File: config.mk
export PLATFORM = sky130hd
export DESIGN_NAME = dbg_session_ctl
export DESIGN_NICKNAME = d
export VERILOG_FILES = /design/src/rtl/dbg_ctl_pkg.sv /design/src/rtl/dbg_ctl_regs.sv /design/src/rtl/dbg_ctl_seq.sv /design/src/rtl/dbg_ctl_route.sv /design/src/rtl/dbg_ctl_window.sv /design/src/rtl/dbg_session_ctl.sv
export SDC_FILE = /design/constraint.sdc
export NUM_CORES = 1
export LEC_CHECK = 0
export BUFFER_PORTS_ARGS = -buffer_cell sky130_fd_sc_hd__buf_2
export CAP_MARGIN = 10
export CORE_AREA = 2 2 39 41
export CTS_BUF_LIST = sky130_fd_sc_hd__clkbuf_8
export CTS_CLUSTER_SIZE = 14
export DETAILED_ROUTE_END_ITERATION = 7
export DIE_AREA = 0 0 41 43
export HOLD_SLACK_MARGIN = 0.03
export PLACE_DENSITY = 0.76
export SYNTH_ARGS = -nofsm -noshare
export SYNTH_HDL_FRONTEND = slang
export SYNTH_SLANG_ARGS = --single-unit
File: constraint.sdc
create_clock -name clk -period 1.6 [get_ports clk]
set_clock_uncertainty 0.2 [all_clocks]
set_input_delay 0.32 -clock clk [delete_from_list [all_inputs] [get_ports clk]]
set_output_delay 0.32 -clock clk [all_outputs]
set_load 0.02 [all_outputs]
File: src/rtl/dbg_ctl_pkg.sv
package dbg_ctl_pkg;

    // Register geometry (field positions are decoded by software)
    localparam int CTL_W       = 8;
    localparam int POS_ARM     = 7;
    localparam int POS_TRIG    = 6;
    localparam int POS_TOBDM   = 4;
    localparam int POS_BRKEN   = 3;
    localparam int POS_BANK_LO = 0;
    localparam int BANK_W      = 2;
    localparam int NUM_CMP     = 3;
    localparam int STATE_W     = 2;

    typedef enum logic [STATE_W-1:0] {
        SEQ_IDLE   = 2'b00,
        SEQ_STATE1 = 2'b01,
        SEQ_TRACE  = 2'b10
    } seq_state_e;

    // Decoded write command, at most one field set per cycle
    typedef struct packed {
        logic arm_start;
        logic disarm;
        logic end_sess;
        logic trig;
    } ctl_cmd_t;

    // Stored configuration bits
    typedef struct packed {
        logic              to_bdm;
        logic              brk_en;
        logic [BANK_W-1:0] bank;
    } ctl_bits_t;

    typedef struct packed {
        logic bdm;
        logic swi;
    } brk_req_t;

    function automatic ctl_cmd_t decode_write(input logic wr,
                                              input logic arm_bit,
                                              input logic trig_bit);
        ctl_cmd_t c;
        c.end_sess  = wr &  arm_bit &  trig_bit;
        c.trig      = wr & ~arm_bit &  trig_bit;
        c.arm_start = wr &  arm_bit & ~trig_bit;
        c.disarm    = wr & ~arm_bit & ~trig_bit;
        return c;
    endfunction

    // Destination choice with fallback to software interrupt
    function automatic brk_req_t route_brk(input logic      fire,
                                           input ctl_bits_t b,
                                           input logic      bdm_en);
        brk_req_t r;
        r.bdm = fire & b.brk_en & b.to_bdm & bdm_en;
        r.swi = fire & b.brk_en & ~bdm_en;
        return r;
    endfunction

    function automatic logic [CTL_W-1:0] pack_readback(input logic      armed,
                                                       input ctl_bits_t b);
        logic [CTL_W-1:0] v;
        v = '0;
        v[POS_ARM]   = armed;
        v[POS_TOBDM] = b.to_bdm;
        v[POS_BRKEN] = b.brk_en;
        v[POS_BANK_LO +: BANK_W] = b.bank;
        return v;
    endfunction

endpackage

File: src/rtl/dbg_ctl_regs.sv
module dbg_ctl_regs
    import dbg_ctl_pkg::*;
(
    input  logic             clk,
    input  logic             rst,
    input  logic             wr,
    input  logic [CTL_W-1:0] wdata,
    output ctl_cmd_t         cmd,
    output ctl_bits_t        bits
);

    ctl_bits_t bits_q;
    logic      unused_wbits;

    assign unused_wbits = ^{wdata[5], wdata[2]};

    // Arm and trigger are actions, not stored fields
    always_comb begin
        cmd = decode_write(wr, wdata[POS_ARM], wdata[POS_TRIG]);
    end

    always_ff @(posedge clk) begin
        if (rst) begin
            bits_q <= '0;
        end else if (wr) begin
            bits_q.to_bdm <= wdata[POS_TOBDM];
            bits_q.brk_en <= wdata[POS_BRKEN];
            bits_q.bank   <= wdata[POS_BANK_LO +: BANK_W];
        end
    end

    assign bits = bits_q;

endmodule

File: src/rtl/dbg_ctl_seq.sv
module dbg_ctl_seq
    import dbg_ctl_pkg::*;
(
    input  logic       clk,
    input  logic       rst,
    input  ctl_cmd_t   cmd,
    input  logic       final_i,
    input  logic       done_i,
    input  logic       trace_ok,
    output seq_state_e state,
    output logic       trig_pulse,
    output logic       sess_fire
);

    seq_state_e state_q, state_d;
    logic       trig_q, trig_d;

    always_comb begin
        state_d   = state_q;
        trig_d    = 1'b0;
        sess_fire = 1'b0;
        if (cmd.end_sess || cmd.disarm) begin
            state_d = SEQ_IDLE;
        end else if (cmd.arm_start) begin
            state_d = SEQ_STATE1;
        end else if (cmd.trig) begin
            // Accepted only before tracing and only when tracing may run
            if (state_q == SEQ_STATE1 && trace_ok) begin
                state_d = SEQ_TRACE;
                trig_d  = 1'b1;
            end
        end else begin
            case (state_q)
                SEQ_STATE1: begin
                    if (final_i) begin
                        if (trace_ok) begin
                            state_d = SEQ_TRACE;
                            trig_d  = 1'b1;
                        end else begin
                            state_d   = SEQ_IDLE;
                            sess_fire = 1'b1;
                        end
                    end
                end
                SEQ_TRACE: begin
                    if (done_i) begin
                        state_d   = SEQ_IDLE;
                        sess_fire = 1'b1;
                    end
                end
                SEQ_IDLE: state_d = SEQ_IDLE;
                default:  state_d = SEQ_IDLE;
            endcase
        end
    end

    always_ff @(posedge clk) begin
        if (rst) begin
            state_q <= SEQ_IDLE;
            trig_q  <= 1'b0;
        end else begin
            state_q <= state_d;
            trig_q  <= trig_d;
        end
    end

    assign state      = state_q;
    assign trig_pulse = trig_q;

endmodule

File: src/rtl/dbg_ctl_route.sv
module dbg_ctl_route
    import dbg_ctl_pkg::*;
(
    input  logic      clk,
    input  logic      rst,
    input  logic      fire,
    input  ctl_bits_t bits,
    input  logic      bdm_en,
    output logic      brk_bdm,
    output logic      brk_swi
);

    brk_req_t req_d, req_q;

    always_comb begin
        req_d = route_brk(fire, bits, bdm_en);
    end

    always_ff @(posedge clk) begin
        if (rst) req_q <= '0;
        else     req_q <= req_d;
    end

    assign brk_bdm = req_q.bdm;
    assign brk_swi = req_q.swi;

endmodule

File: src/rtl/dbg_ctl_window.sv
module dbg_ctl_window
    import dbg_ctl_pkg::*;
#(
    parameter int N_CMP = NUM_CMP
) (
    input  logic [BANK_W-1:0] bank,
    output logic [N_CMP-1:0]  cmp_sel,
    output logic [N_CMP:0]    stat_sel
);

    for (genvar i = 0; i < N_CMP; i++) begin : g_bank
        assign cmp_sel[i]  = (bank == BANK_W'(i));
        assign stat_sel[i] = cmp_sel[i];
    end

    // Any code beyond the comparator count shows the match-flag register
    assign stat_sel[N_CMP] = ~|cmp_sel;

endmodule

File: src/rtl/dbg_session_ctl.sv
module dbg_session_ctl
    import dbg_ctl_pkg::*;
#(
    parameter int N_CMP = NUM_CMP
) (
    input  logic               clk,
    input  logic               rst,
    input  logic               reg_wr,
    input  logic [CTL_W-1:0]   reg_wdata,
    output logic [CTL_W-1:0]   reg_rdata,
    input  logic               final_state_i,
    input  logic               trace_done_i,
    input  logic               trace_src_en_i,
    input  logic               secure_i,
    input  logic               bdm_en_i,
    output logic               armed_o,
    output logic [STATE_W-1:0] seq_state_o,
    output logic               trig_req_o,
    output logic               brk_bdm_o,
    output logic               brk_swi_o,
    output logic [N_CMP-1:0]   cmp_win_sel_o,
    output logic [N_CMP:0]     stat_sel_o
);

    ctl_cmd_t   cmd;
    ctl_bits_t  bits;
    seq_state_e state;
    logic       fire;
    logic       trace_ok;

    assign trace_ok = trace_src_en_i & ~secure_i;

    dbg_ctl_regs u_regs (
        .clk   (clk),
        .rst   (rst),
        .wr    (reg_wr),
        .wdata (reg_wdata),
        .cmd   (cmd),
        .bits  (bits)
    );

    dbg_ctl_seq u_seq (
        .clk        (clk),
        .rst        (rst),
        .cmd        (cmd),
        .final_i    (final_state_i),
        .done_i     (trace_done_i),
        .trace_ok   (trace_ok),
        .state      (state),
        .trig_pulse (trig_req_o),
        .sess_fire  (fire)
    );

    dbg_ctl_route u_route (
        .clk     (clk),
        .rst     (rst),
        .fire    (fire),
        .bits    (bits),
        .bdm_en  (bdm_en_i),
        .brk_bdm (brk_bdm_o),
        .brk_swi (brk_swi_o)
    );

    dbg_ctl_window #(.N_CMP(N_CMP)) u_win (
        .bank     (bits.bank),
        .cmp_sel  (cmp_win_sel_o),
        .stat_sel (stat_sel_o)
    );

    assign armed_o     = (state != SEQ_IDLE);
    assign seq_state_o = state;
    assign reg_rdata   = pack_readback(armed_o, bits);

endmodule

==> metrics.csv <==
stage,metric,value,unit
clocking,clk_pin_slew,0.05,ns
route,drt_iter0_markers,8,
power,switching_share,27.1,%
clocking,cts_hold_buf,0,
place,port_buffers,31,
route,wl_met2,637,um
yosys,synth_top_area_share,34.4,%
power,p_switching,0.165,mW
yosys,yosys.cell_types.count,25,
power,internal-power,0.444,mW
yosys,synth_edf_count,0,
yosys,ys_ff_latch,9,
yosys,ys_seq_area_share,34.4,%
timing,final-setup-viol-count,0,
die,io_pins,37,
timing,fin_crit_sh,97.0,%
clocking,clock_latency,0.23,ns
cells_and_area,final_util,50.9,%
yosys,synth_common_cells,"10 x nor2_1, 9 x dfxtp_1, 7 x buf_4",
place,dp_slack,0.0476,ns
yosys,synth.most_common_cell,nor2_1,
yosys,synthArstFlopShare,0,%
clocking,htreeDepth,1,
cells_and_area,fill_cells,150,
clocking,root_buffer,clkbuf_8,
power,share_seq_of_total_power,39.0,%
die,rows,14,
setup_path,start_kind,register,
route,wl,1140,um
yosys,synth_area_leader_cell,dfxtp_1,
timing,rsz0062_at_grt,no,
power,power_density,865,nW/um^2
setup_path,startpoint,u_seq.state[1],
cells_and_area,area_growth,34.4,%
timing,max_freq,0.644,GHz
cells_and_area,n_antenna_cell,0,
global_route,track_usage,14.5,%
clocking,cts_buffers,3,
clocking,cts_tree,built,
setup_path,arrival,1.47,ns
power,pwr-share-comb,17.8,%
clocking,clockBufferDepth,2,
route,highest_layer,met3,
clocking,cts_sinks,9,
die,die_y,43,um
timing,slew_viol_final,0,
run,cap_violations,0,
die,die_area,1760,sq um
die,fp.dieW,41,um
setup_path,end_kind,register,
timing,worst_slack,0.0483,ns
yosys,synth_flop_cell,dfxtp_1,
timing,finalCriticalPeriod,1.55,ns
global_route,grt_pass1_vias,430,
route,viasPerCell,4.60,
global_route,grt_antenna_before_repair,0,
timing,hold_violations,0,
yosys,ys_warn_count,0,
clocking,postCtsSetupBuffers,0,
route,met1Wirelength,435,um
cells_and_area,layout.nets,110,
route,drc,0,
setup_path,reg2reg_from,u_seq.state[1],
power,power.leakage,0.376,nW
die,initial_core_util,37.9,%
setup_path,critPathRequiredTime,1.52,ns
global_route,grt_max_degree,8,
cells_and_area,layout-drive-gt1-share,47.8,%
setup_path,path_max_fanout,4,
yosys,postSynthAreaPerCell,8.59,sq um
global_route,grt_first_pass_wirelength,1730,um
power,clkPwrFrac,43.2,%
yosys,synthCells,61,
route,drt_first_pass_iters,4,
global_route,grt_overflow,0,
route,vias,488,
setup_path,critical_path_class,reg2reg,
place,dp_hpwl,851,um
route,wl_met3,70,um
yosys,yosys-top-cells-area,"dfxtp_1 34%, buf_4 10%, ha_1 7.2%",
yosys,synth_area,524,sq um
die,core,1380,sq um
setup_path,reg2reg_slack,0.05,ns
route,ant_nets,0,
power,vdd_drop_max,0.379,mV
status,outcome,completed,
hold_path,min_from,bdm_en_i,
cells_and_area,final_cells,106,
hold_path,min_path_type,in2reg,
place,routabilityCongestion,0.733,
route,wl_per_cell,10.8,um
place,place_inst,102,
worst max-delay path, cell delays in order (launching register included):
cell and delay, ns:
dfxtp_2 0.35, inv_1 0.06, ha_1 0.19, inv_1 0.09, o22ai_1 0.10, nand2b_1 0.20, o221a_1 0.24
kinds of logic after synthesis:
group / share of synthesized area (%)
AO/OA/AOI/OAI: 12.4
adder cells (fa/ha/maj): 7.16
buffers and inverters: 16.9
flip-flops: 34.4
multiplexers: 5.73
other: 0.715
AND/OR/NAND/NOR: 22.7
power groups by stage:
stage / registers (mW) / clock network, mW / logic, mW
3_5_place_dp: 0.242 / 0 / 0.104
3_3_place_gp: 0.241 / 0 / 0.102
2_1_floorplan: 0.249 / 0 / 0.0716
6_report: 0.237 / 0.263 / 0.109
5_1_grt: 0.239 / 0.279 / 0.118
4_1_cts: 0.237 / 0.269 / 0.106
metal layers:
layer	track usage, %	vias up
li1	-	250
met1	15.4	220
met2	25.3	18
met3	3.66	0
met4	6.00	0
met5	0	-
timing repair:
action,in CTS,in global routing
endpoints found under the setup margin,3,4
resized for setup,1,6
pin swaps,0,0
layout make-up:
class	count	area, sq um	area share (%)
Timing Repair Buffer	31	168	23.8
Inverter	6	25.0	3.55
Clock buffer	3	41.3	5.86
Sequential cell	9	183	25.9
Tap cell	16	20.0	2.84
Clock inverter	1	5.00	0.710
Multi-Input combinational cell	40	263	37.3
per-stage QoR:
| stage | TNS [ns] | hold slack [ns] | instance area (sq um) | total power [mW] |
|---|---|---|---|---|
| final | 0 | 0.0641 | 704 | 0.609 |
| after global routing | 0 | 0.0649 | 704 | 0.635 |
| after CTS | -0.0206 | 0.0573 | 691 | 0.612 |
| after detailed placement | 0 | 0.237 | 643 | 0.346 |
| after global placement | 0 | 0.232 | 643 | 0.344 |
| after floorplan | -0.0630 | 0.192 | 532 | 0.321 |
worst paths after layout:
kind / to / cells after the start
setup / recovery: u_seq.state[1] / 6
hold / removal: u_route.brk_swi / 2
setup reg to reg: u_seq.state[1] / 6
hold reg to reg: u_route.brk_bdm / 2
sequential cells by signal, indices dropped and copies added, names as in the netlist:
signal	cells
u_route.brk_swi	1
u_regs.bits	4
u_seq.state	2
u_seq.trig_pulse	1
u_route.brk_bdm	1
placed cells by master (no fill, tap or decap), types with 3 or more instances in the layout:
cell type,instances
a21oi_1,3
buf_2,29
clkbuf_8,3
conb_1,3
dfxtp_1,7
ha_1,3
inv_1,4
mux2i_1,3
nand2b_1,3
nor2_1,10
Note: power is estimated with default switching activity, not from simulation.
